`src/rtl/burst_pkg.sv`:
```
package burst_pkg;

   // Variant of the order logic that is built into the block
   typedef enum logic [1:0] {
      ORD_PIN        = 2'd0,  // order chosen at run time by the mode input
      ORD_LINEAR     = 2'd1,  // linear order only
      ORD_INTERLEAVE = 2'd2   // XOR order only
   } order_sel_e;

endpackage

```
`src/rtl/burst_base_reg.sv`:
```
module burst_base_reg #(
   parameter int ADDR_W = 20
) (
   input  logic              clk,
   input  logic              rst_n,
   input  logic              load,
   input  logic [ADDR_W-1:0] addr_in,
   output logic [ADDR_W-1:0] base_q
);

   always_ff @(posedge clk or negedge rst_n) begin
      if (!rst_n)
         base_q <= '0;
      else if (load)
         base_q <= addr_in;
   end

endmodule

```
`src/rtl/burst_step_count.sv`:
```
module burst_step_count #(
   parameter int CNT_W = 2
) (
   input  logic             clk,
   input  logic             rst_n,
   input  logic             load,
   input  logic             advance,
   output logic [CNT_W-1:0] pos_q
);

   localparam logic [CNT_W-1:0] ONE = CNT_W'(1);

   // A load restarts the count; otherwise advance steps it and it wraps naturally
   always_ff @(posedge clk or negedge rst_n) begin
      if (!rst_n)
         pos_q <= '0;
      else if (load)
         pos_q <= '0;
      else if (advance)
         pos_q <= pos_q + ONE;
   end

endmodule

```
`src/rtl/burst_order_map.sv`:
```
module burst_order_map
   import burst_pkg::*;
#(
   parameter int         CNT_W = 2,
   parameter order_sel_e ORDER = ORD_PIN
) (
   input  logic [CNT_W-1:0] start,
   input  logic [CNT_W-1:0] pos,
   input  logic             linear_sel,
   output logic [CNT_W-1:0] low_out
);

   logic [CNT_W-1:0] lin_val;
   logic [CNT_W-1:0] xor_val;

   assign lin_val = start + pos;
   assign xor_val = start ^ pos;

   generate
      if (ORDER == ORD_PIN) begin : g_pin
         assign low_out = linear_sel ? lin_val : xor_val;
      end else if (ORDER == ORD_LINEAR) begin : g_lin
         logic unused_sel;
         assign unused_sel = linear_sel ^ (^xor_val);
         assign low_out    = lin_val;
      end else begin : g_xor
         logic unused_sel;
         assign unused_sel = linear_sel ^ (^lin_val);
         assign low_out    = xor_val;
      end
   endgenerate

endmodule

```
`src/rtl/burst_addr_gen.sv`:
```
module burst_addr_gen
   import burst_pkg::*;
#(
   parameter int         ADDR_W = 20,
   parameter int         CNT_W  = 2,
   parameter order_sel_e ORDER  = ORD_PIN
) (
   input  logic              clk,
   input  logic              rst_n,
   input  logic [ADDR_W-1:0] addr_in,
   input  logic              strobe_a,
   input  logic              strobe_b,
   input  logic              advance,
   input  logic              linear_order,
   output logic [ADDR_W-1:0] addr_out,
   output logic [CNT_W-1:0]  burst_pos
);

   localparam int UP_W = ADDR_W - CNT_W;

   generate
      if (CNT_W < 1) begin : g_bad_cnt
         $error("burst_addr_gen: CNT_W must be at least 1");
      end
      if (UP_W < 1) begin : g_bad_addr
         $error("burst_addr_gen: ADDR_W must exceed CNT_W");
      end
   endgenerate

   logic              load;
   logic [ADDR_W-1:0] base_q;
   logic [CNT_W-1:0]  pos_q;
   logic [CNT_W-1:0]  low_bits;

   assign load = strobe_a | strobe_b;

   burst_base_reg #(.ADDR_W(ADDR_W)) u_base (
      .clk     (clk),
      .rst_n   (rst_n),
      .load    (load),
      .addr_in (addr_in),
      .base_q  (base_q)
   );

   burst_step_count #(.CNT_W(CNT_W)) u_step (
      .clk     (clk),
      .rst_n   (rst_n),
      .load    (load),
      .advance (advance),
      .pos_q   (pos_q)
   );

   burst_order_map #(.CNT_W(CNT_W), .ORDER(ORDER)) u_map (
      .start      (base_q[CNT_W-1:0]),
      .pos        (pos_q),
      .linear_sel (linear_order),
      .low_out    (low_bits)
   );

   assign addr_out  = {base_q[ADDR_W-1:CNT_W], low_bits};
   assign burst_pos = pos_q;

endmodule

```
`config.mk`:
```
export PLATFORM = sky130hd
export DESIGN_NAME = burst_addr_gen
export DESIGN_NICKNAME = d
export VERILOG_FILES = /design/src/rtl/burst_pkg.sv /design/src/rtl/burst_base_reg.sv /design/src/rtl/burst_step_count.sv /design/src/rtl/burst_order_map.sv /design/src/rtl/burst_addr_gen.sv
export SDC_FILE = /design/constraint.sdc
export NUM_CORES = 1
export LEC_CHECK = 0
export ABC_AREA = 1
export BUFFER_PORTS_ARGS = -buffer_cell sky130_fd_sc_hd__buf_4
export CAP_MARGIN = 20
export CORE_ASPECT_RATIO = 0.6
export CORE_MARGIN = 5
export CORE_UTILIZATION = 45
export CTS_CLUSTER_SIZE = 28
export DETAILED_ROUTE_END_ITERATION = 16
export GPL_ROUTABILITY_DRIVEN = 1
export GPL_TIMING_DRIVEN = 0
export HOLD_SLACK_MARGIN = 0.15
export PLACE_DENSITY = 0.76
export SLEW_MARGIN = 15
export SYNTH_ARGS = -nofsm -noshare
export SYNTH_HDL_FRONTEND = slang
export SYNTH_SLANG_ARGS = --single-unit
```
`constraint.sdc`:
```
create_clock -name clk -period 1.2 [get_ports clk]
set_input_delay 0.24 -clock clk [delete_from_list [all_inputs] [get_ports clk]]
set_output_delay 0.24 -clock clk [all_outputs]
set_load 0.1 [all_outputs]
```
Word level (Yosys, flattened, before mapping)
Cells that the tools add are included.
Cells by class
  add/sub/neg operators: 2
  muxes and demuxes: 3
  bitwise operators: 2
  reductions and logical operators: 1
Operator list (number)
  two-way mux 2 bit: 3
  adder 2 x 1 -> 2 bit (second input constant): 1
  adder 2 bit: 1
  nonzero test 2 bit: 1
  bitwise XOR 2 bit: 1
  bitwise OR 1 bit: 1
Word-level totals
  bits in registers: 22
  input bits: 26
  output and inout bits: 22

Depth between registers and ports, before layout
Gate-level depths: netlist (run 1).
  depth in word-level cells: 3
  gate-level depth with buffers: 6
  mapped depth without buffers: 6

By module
Synthesis (run 1) repeated with hierarchy kept, for this count alone.
Unflattened totals
  cell total of the unflattened synthesis: 112
  area, all modules: 924.6 µm²
Modules (own cells, without submodules)
  burst_base_reg: times used 1, cells each 85, area an instance 767.0 µm²
  burst_step_count: times used 1, cells each 11, area an instance 86.3 µm²
  burst_order_map: times used 1, cells each 13, area an instance 60.1 µm²
  burst_addr_gen: times used 1, cells each 3, area an instance 11.3 µm²

Worst setup path after synthesis (run 1)
OpenSTA, ideal clock, no wires.
  kind: flip-flop to output port
  from: reg u_step.pos_q[0]
  to: out addr_out[1]
  data arrival time: 1.960 ns
  data required time: 0.960 ns
  path slack: -1.000 ns
  cell stages (with the launch flop): 6
  buffers on the path: 0
  cell sequence: dfrtp_1 > ha_1 > nand2_1 > nand3_1 > nand2_1 > inv_1
On the way
  word-level cells in the longest chain between the ends: 2
Ends and longest elaborated chain
  start, declared: RTL line burst_step_count.sv:8  | output logic [CNT_W-1:0] pos_q
  start signal, assigned: RTL line burst_step_count.sv:20  | pos_q <= pos_q + ONE;
  adder 2 bit: RTL line burst_order_map.sv:16  | assign lin_val = start + pos;
  two-way mux 2 bit: RTL line burst_order_map.sv:21  | assign low_out = linear_sel ? lin_val : xor_val;
  end, declared: RTL line burst_addr_gen.sv:15  | output logic [ADDR_W-1:0] addr_out,
Every way passes these cells.

Worst setup path in the final report (run 1)
Ends and elaborated chain as after synthesis.

==> results.md, run 1 <==
* Static Leakage at 0.9107 nW
* Fmax at 0.6127 GHz
* Overall die height at 48.49 um
* CTS H-Tree Depth at 1
* Number of CTS-inserted buffers at 3
* RSZ-0062 raised after global routing: yes
* Mean post-synth cell area at 8.818 um2
* Row count at 13
* CP max FO at 2
* # clock sinks at 22
* DRC viols at 0
* Max_slew headroom at 81.25%
* Max Clock Skew at 0.0003672 ns
* Post-Synthesis Cells at 126
* Routed WL per cell at 15.58 um
* IO Port Bufs at 46
* Share of flip-flops with an asynchronous set or reset at 100.0%
* Detail Placement HPWL at 1929 um
* WHS at 0.1734 ns
* Critical-path cell list: ha_4, nand2_4, inv_1, nand3_2, nand2_2, clkinvlp_4, buf_12
* Number of flops mapped to enable cells by yosys at 0
* Clock root buffer: clkbuf_8
* Initial antenna violation count at 0
* Die area at 3596 um2
* GP Congestion at 0.7841
* Max Cap Viol at 0
* CTS tree: yes
* Final nets at 197
* Drt first pass iters at 4
* Worst min path class: input port to flop
* Worst-Margin Slew at 0.2813 ns
* Worst-path clk slew at 0.08 ns
* Register-to-register setup slack at -0.02 ns
* Mapped Area at 1111 um2
* Crit-path slowest cell: dfrtp_4
* Crit path kind: flop to primary output
* Syn_nets at 153
* Diodes inserted at 0
* Ys flop type: dfrtp_1
* Worst Hold End: u_base.base_q[9]
* Setup TNS at -1.057 ns
* Total GRT Usage at 17.91%
* Largest net degree at the start of global routing at 23
* CP Launch Type: flop
* Vias in the first global route at 1035
* Final Hold Vio Count at 0
* Antenna Nets Post-Route at 0
* Data required time at the worst endpoint at 0.96 ns
* Critical R2R Launch: u_step.pos_q[0]
* Pwr Total at 2.393 mW
* Area growth syn-to-layout at 65.09%
* Insertion delay to the later sink of the worst-skew pair at 0.27 ns
* Synthesized flop and latch total at 22
* Final count of pins violating max slew at 0
* Routed wire length at 3100 um
* CP Capture Type: primary output
* Failing checks: setup timing
* Via count at 968
* Delay of the slowest critical-path stage at 0.50 ns
* Tcrit/Tclk final at 136.0%
* Reg2Reg Depth at 7
* Gr ovfl total at 0
* Power Density at 1305 nW/um2
* Synth warn at 0
* Initial Util at 49.14%
* Fill cell total of the finished layout at 126
* Final core occ at 81.13%
* Vias per cell at 4.864
* Dpl ws at -0.2722 ns
* Netlist cell types at 15
* Layout cells sized above 1 at 47.34%
* First-pass GRT wire length at 4850 um
* Core area at 2261 um2
* I/O pins at 48
* Cells on Worst Hold Path at 3
* Final Setup Violations at 5
* Min Tclk post-route at 1.632 ns
* HP Start: addr_in[9]
* Reg2reg end: u_step.pos_q[1]
* Register area share after synthesis at 49.55%
* Status: complete, but fails checks
* Die Width at 74.15 um
* Critical Path AT at 1.39 ns
* Initial DRC count at 62
* Final Worst Setup Slack at -0.4320 ns
* Worst-case clock buffer depth at 2
* Worst vdd ir at 0.8634 mV
sequential cells by signal, summed over array words and instances (netlist names):
name and cells:
u_base.base_q 20, u_step.pos_q 2
cells by family (layout without fill, tap and decap cells):
kind of cell,count (synthesis),after routing,share of synthesized area (%)
AND/OR/NAND/NOR,52,52,19.26
adder cells (fa/ha/maj),1,1,1.126
flip-flops,22,22,49.55
AO/OA/AOI/OAI,22,22,10.25
buffers and inverters,29,72,19.82
per-stage QoR:
step	area [um2]	cells
5_1_grt	1834	199
4_1_cts	1824	211
3_3_place_gp	1520	202
3_5_place_dp	1520	202
2_1_floorplan	1137	126
6_report	1834	199
worst max-delay path by stage:
stage                                from  slack (ns)           to  cells after the start
after global routing      u_step.pos_q[0]       -0.51  addr_out[1]                      6
final                     u_step.pos_q[0]       -0.43  addr_out[1]                      7
after global placement    u_step.pos_q[0]       -0.25  addr_out[1]                      7
after CTS                 u_step.pos_q[0]       -0.43  addr_out[1]                      6
after floorplan           u_step.pos_q[0]       -0.48  addr_out[1]                      5
after detailed placement  u_step.pos_q[0]       -0.27  addr_out[1]                      7
critical path: cells and delay by family, from the launching register on:
kind                       cells  cell delay (ns)
adders and majority gates      1             0.17
and+or+nand+nor                3             0.16
buffers and inverters          3             0.28
DFF                            1             0.50
synthesized netlist by cell type (2+ instances only):
master / number / area (um2)
nand2_1: 45 / 168.9
nand3_1: 2 / 10.01
o21ai_1: 9 / 45.04
dfrtp_1: 22 / 550.5
inv_1: 5 / 18.77
nor2_1: 4 / 15.01
buf_6: 3 / 33.78
buf_4: 19 / 142.6
o21ai_0: 11 / 55.05
final cells by class:
class / count / area (um2) / area share, %
Clock buffer: 4 / 55.05 / 3.001
Buffer: 6 / 66.31 / 3.615
Sequential cell: 22 / 558.0 / 30.42
Timing Repair Buffer: 57 / 713.2 / 38.88
Tap cell: 30 / 37.54 / 2.046
Multi-Input combinational cell: 75 / 381.6 / 20.80
Inverter: 5 / 22.52 / 1.228
placed cells by master, fill, tap and decap left out:
master,instances
inv_2,1
nor2_8,1
nand2_4,1
dlygate4sd3_1,1
dfrtp_4,2
nor2_1,3
buf_4,33
a21oi_1,1
clkbuf_2,1
nand2_1,42
o21ai_1,9
clkbuf_8,4
ha_4,1
inv_1,3
o21ai_2,2
nor2_2,1
dfrtp_1,20
buf_12,23
clkinvlp_4,1
o21ai_0,10
nand3_2,2
nand2_2,2
buf_6,5
power by group:
part	switching, mW	leakage [nW]	internal [mW]
sequential	0.0654	0.262	0.800
combinational	0.617	0.620	0.378
clock	0.239	0.0288	0.293
timing repair:
item,in CTS,in global routing
pin swaps,2,2
hold buffers,1,0
resized for setup,52,25
setup buffers,4,6
setup endpoints to repair,22,22
hold endpoints to repair,22,0
metal layers:
metal	vias up	track usage (%)	share of wire (%)
met1	462	19.77	40
met3	10	6.790	5.8
met4	0	11.75	3.8
met5	-	0	0
met2	29	28.38	51
li1	467	-	-
(Power assumes the default switching activity.)
==> run 2: changes to the inputs <==
Settings changed: RECOVER_POWER set to 50.
==> results.md, run 2 (synthesis gave the netlist of run 1 again) <==
* Max Clock Skew at 0.0003679 ns
* Fmax at 0.6128 GHz
* Dpl ws at -0.2722 ns
* Regs by FF count: u_base.base_q: 20 flops, u_step.pos_q: 2 flops
* RSZ-0062 raised after global routing: yes
* IO Port Bufs at 46
* Insertion delay to the later sink of the worst-skew pair at 0.27 ns
* Worst vdd ir at 0.8635 mV
* Max reg flops at 20
* Tcrit/Tclk final at 136.0%
* Reg2Reg Depth at 7
* Power Density at 1305 nW/um2
* Antenna Nets Post-Route at 0
* Vias in the first global route at 1035
* Largest net degree at the start of global routing at 23
* Diodes inserted at 0
* Worst min path class: input port to flop
* Layout cells sized above 1 at 47.34%
* Initial Util at 49.14%
* Placed cell count at 202
* Data required time at the worst endpoint at 0.96 ns
* Worst-Margin Slew at 0.5435 ns
* Max_slew headroom at 63.77%
* Worst-path clk slew at 0.08 ns
* GP Congestion at 0.7841
* Overall die height at 48.49 um
* Routed wire length at 3098 um
* Clock root buffer: clkbuf_8
* Critical Path AT at 1.39 ns
* Core area at 2261 um2
* Most flops, register: u_base.base_q
* Gr ovfl total at 0
* Commonest non-fill, non-tap cell in the layout: nand2_1
* Cells on Worst Hold Path at 3
* Crit path kind: flop to primary output
* Pwr Total at 2.391 mW
* DP Area at 1520 um2
* CTS H-Tree Depth at 1
* Initial antenna violation count at 0
* Min Tclk post-route at 1.632 ns
* I/O pins at 48
* Failing checks: setup timing
* Final Setup Violations at 5
* Most frequent cells in the layout: nand2_1, buf_4, buf_12, dfrtp_1, o21ai_0
* CP max FO at 2
* HP Start: addr_in[9]
* Final Worst Setup Slack at -0.4318 ns
* Via count at 969
* Routed WL per cell at 15.57 um
* Final Hold Vio Count at 0
* Critical R2R Launch: u_step.pos_q[0]
* DRC viols at 0
* First-pass GRT wire length at 4850 um
* Number of CTS-inserted buffers at 3
* Vias per cell at 4.869
* Max Cap Viol at 0
* Status: complete, but fails checks
* Static Leakage at 0.9100 nW
* Worst-case clock buffer depth at 2
* Row count at 13
* Setup TNS at -1.057 ns
* Register-to-register setup slack at -0.02 ns
* Die Width at 74.15 um
* Area growth syn-to-layout at 64.87%
* Final core occ at 81.02%
* Design Area, Final at 1832 um2
* Initial DRC count at 63
* Final count of pins violating max slew at 0
* Worst Hold End: u_base.base_q[9]
* Detail Placement HPWL at 1929 um
* Final nets at 197
* # clock sinks at 22
* WHS at 0.1735 ns
* CTS tree: yes
* CP Capture Type: primary output
* Reg2reg end: u_step.pos_q[1]
* Total GRT Usage at 17.91%
* CP Launch Type: flop
* Drt first pass iters at 4
* Post-Layout Cell Count at 199
* Die area at 3596 um2
==> run 2: timing repair <==
action,4_1_cts,5_1_grt
hold endpoints to repair,22,0
pin swaps,2,2
hold buffers,1,0
buffers inserted,4,6
endpoints found under the setup margin,22,22
gates resized for setup,52,25
==> run 2: worst max-delay path, cell delays in order (launching register included) <==
cell,delay [ns]
dfrtp_4,0.50
ha_4,0.17
nand2_4,0.05
inv_1,0.05
nand3_2,0.05
nand2_2,0.06
clkinvlp_4,0.07
buf_12,0.16
==> run 2: how the worst max path moves through the flow <==
| stage | end | startpoint | slack, ns | cells past startpoint |
|---|---|---|---|---|
| after floorplan | addr_out[1] | u_step.pos_q[0] | -0.48 | 5 |
| after global routing | addr_out[1] | u_step.pos_q[0] | -0.51 | 6 |
| after detailed placement | addr_out[1] | u_step.pos_q[0] | -0.27 | 7 |
| after global placement | addr_out[1] | u_step.pos_q[0] | -0.25 | 7 |
| after CTS | addr_out[1] | u_step.pos_q[0] | -0.43 | 6 |
| final | addr_out[1] | u_step.pos_q[0] | -0.43 | 7 |
==> run 2: cell type report <==
class | count | area, um2
plain buffers | 6 | 66.31
clock buffers | 4 | 55.05
fillers | 125 | 429.2
inverters | 5 | 22.52
multi-input cells | 75 | 381.6
flip-flops and latches | 22 | 558.0
well taps | 30 | 37.54
repair buffers | 57 | 710.7
==> run 2: per-layer routing <==
metal  share of wire [%]  GRT usage (%)
met3                 5.9          6.790
met5                   0              0
met4                 3.8          11.75
met2                  51          28.38
met1                  40          19.77
==> run 2: power by group <==
group / leakage (nW) / total (mW) / switching [mW] / internal (mW)
Combinational: 0.619 / 0.993 / 0.616 / 0.377
Sequential: 0.262 / 0.866 / 0.0654 / 0.800
Clock: 0.0288 / 0.532 / 0.239 / 0.293
Total: 0.910 / 2.39 / 0.920 / 1.47
==> run 3: changes to the inputs <==
Settings changed: ABC_AREA 1 to unset.
==> results.md, run 3 <==
* WHS at 0.1988 ns
* Crit-path slowest cell: dfrtp_4
* Worst Hold End: u_base.base_q[10]
* Via count at 689
* Min Tclk post-route at 1.574 ns
* Number of CTS-inserted buffers at 3
* Crit path launch: u_step.pos_q[0]
* Final Worst Setup Slack at -0.3738 ns
* Most flops, register: u_base.base_q
* Final Setup Violations at 5
* Fmax at 0.6354 GHz
* Met2 Use GR at 24.71%
* Area growth syn-to-layout at 68.97%
* Mean post-synth cell area at 15.13 um2
* CP Launch Type: flop
* Register area share after synthesis at 49.83%
* Share of flip-flops with an asynchronous set or reset at 100.0%
* Worst-Margin Slew at 0.5202 ns
* RSZ-0062 raised after global routing: yes
* Power Density at 1384 nW/um2
* Register-to-register setup slack at -0.06 ns
* Design Area, Final at 1867 um2
* Cells on Worst Hold Path at 2
* DRC viols at 0
* Setup TNS at -1.247 ns
* Diodes inserted at 0
* Ys flop type: dfrtp_1
* Post-Layout Cell Count at 151
* Commonest non-fill, non-tap cell in the layout: buf_4
* Final Hold Vio Count at 0
* Regs by FF count: u_base.base_q: 20 flops, u_step.pos_q: 2 flops
* Worst min path class: input port to flop
* Syn_nets at 100
* Grt met3 use at 6.584%
* Most frequent cell after synthesis: dfrtp_1
* Initial Util at 49.22%
* CTS tree: yes
* Overall die height at 48.38 um
* Static Leakage at 0.9147 nW
* Routed wire length at 2405 um
* Netlist cell types at 15
* Die Width at 73.97 um
* CTS H-Tree Depth at 1
* Die area at 3578 um2
* Critical R2R Launch: u_step.pos_q[0]
* Delay of the slowest critical-path stage at 0.50 ns
* Reg2Reg Depth at 5
* Largest area contributor in the netlist: dfrtp_1
* GP Congestion at 0.7152
* Vias in the first global route at 802
* Placed cell count at 150
* Post-Synthesis Cells at 73
* Tcrit/Tclk final at 131.2%
* Drt first pass iters at 4
* Final nets at 149
* Core area at 2245 um2
* Clock root buffer: clkbuf_8
* Pwr Total at 2.584 mW
* Vias per cell at 4.563
* Worst-path clk slew at 0.08 ns
* Met1 global-route usage at 17.89%
* Max Clock Skew at 0.00002659 ns
* Crit path kind: flop to primary output
* Data required time at the worst endpoint at 0.96 ns
* IO Port Bufs at 47
* Initial antenna violation count at 0
* Synth warn at 0
* DP Area at 1541 um2
* Antenna Nets Post-Route at 0
* Critical-path cell list: ha_4, nand2_4, xnor2_4, buf_12
* Layout cells sized above 1 at 77.69%
* CP Capture Type: primary output
* Number of flops mapped to enable cells by yosys at 0
* HP Start: addr_in[10]
* Max Cap Viol at 0
* CP max FO at 2
* Insertion delay to the later sink of the worst-skew pair at 0.26 ns
* Mapped Area at 1105 um2
* Final count of pins violating max slew at 0
* Total GRT Usage at 14.88%
* Status: complete, but fails checks
* First-pass GRT wire length at 4008 um
* Worst-case clock buffer depth at 2
* Row count at 13
* Post-synth top area share at 49.83%
* Detail Placement HPWL at 1657 um
* Routed WL per cell at 15.93 um
* Gr ovfl total at 0
* Failing checks: setup timing
* Most frequent cells in the layout: buf_4, buf_12, dfrtp_1, mux2_4
* # clock sinks at 22
* Synth area leaders: dfrtp_1, mux2_4, buf_4
* Critical Path AT at 1.33 ns
* Top cells by count, synth: dfrtp_1, buf_4, mux2_4
* Max reg flops at 20
* Grt peak-use layer: met2
* Initial DRC count at 28
* Largest net degree at the start of global routing at 23
* I/O pins at 48
* Fill cell total of the finished layout at 122
* Synthesized flop and latch total at 22
* Worst vdd ir at 1.135 mV
* Reg2reg end: u_step.pos_q[1]
* Max_slew headroom at 65.32%
## run 3: cell types whose count changed in the layout (fill, tap and decap cells not counted), moves of 3 or more
cell	change
buf_4	+3
o21ai_0	-12
nand2_1	-42
o21ai_1	-7
mux2_4	+16
inv_1	-3
## run 3: metrics by stage
stage	setup slack [ns]	utilization, %
2_1_floorplan	-0.5089	-
3_3_place_gp	-0.2769	68.67
3_5_place_dp	-0.3294	68.67
4_1_cts	-0.3854	83.56
5_1_grt	-0.4227	83.17
6_report	-0.3738	83.17
## run 3: area by class of cell
cell class / count / area (um2) / area share, %
plain buffers: 3 / 18.77 / 1.005
clock buffers: 3 / 41.29 / 2.212
clock inverters: 1 / 30.03 / 1.609
multi-input cells: 30 / 429.2 / 22.99
flip-flops and latches: 22 / 558.0 / 29.89
well taps: 30 / 37.54 / 2.011
repair buffers: 62 / 752.0 / 40.28
## run 3: critical path: cells and delay by family, from the launching register on
kind          cells  cell delay [ns]
fa+ha+maj         1             0.17
simple gates      1             0.07
xor+xnor          1             0.13
buf+inv           1             0.19
flops             1             0.50
## run 3: timing repair
item	CTS	global route
setup endpoints to repair	22	18
buffers inserted	7	7
pin swaps	0	2
hold buffers	1	0
gates resized for setup	58	15
hold endpoints to repair	22	0
## run 3: kinds of logic (layout without fill, tap and decap cells)
logic type      Yosys count  count (layout)  synth area share (%)
xor+xnor                  3               3                 2.379
simple gates              4               4                 1.925
fa+ha+maj                 1               1                 1.132
compound gates            2               2                 1.359
mux                      20              20                 26.50
flops                    22              22                 49.83
buf+inv                  21              69                 16.87
## run 3: report_power, final
group          switching (mW)  internal [mW]
sequential             0.0701          0.802
clock                   0.238          0.446
combinational           0.592          0.437
## run 3: how the worst max path moves through the flow
stage | end | cells past startpoint
final | addr_out[1] | 4
after global routing | addr_out[1] | 3
after CTS | addr_out[1] | 4
after detailed placement | addr_out[1] | 3
after global placement | addr_out[1] | 3
after floorplan | addr_out[1] | 3
## run 3: routing by layer
metal	vias up	share of wire, %
met4	0	0.58
met2	29	51
met1	335	40
met5	-	0
li1	321	-
met3	4	7.9
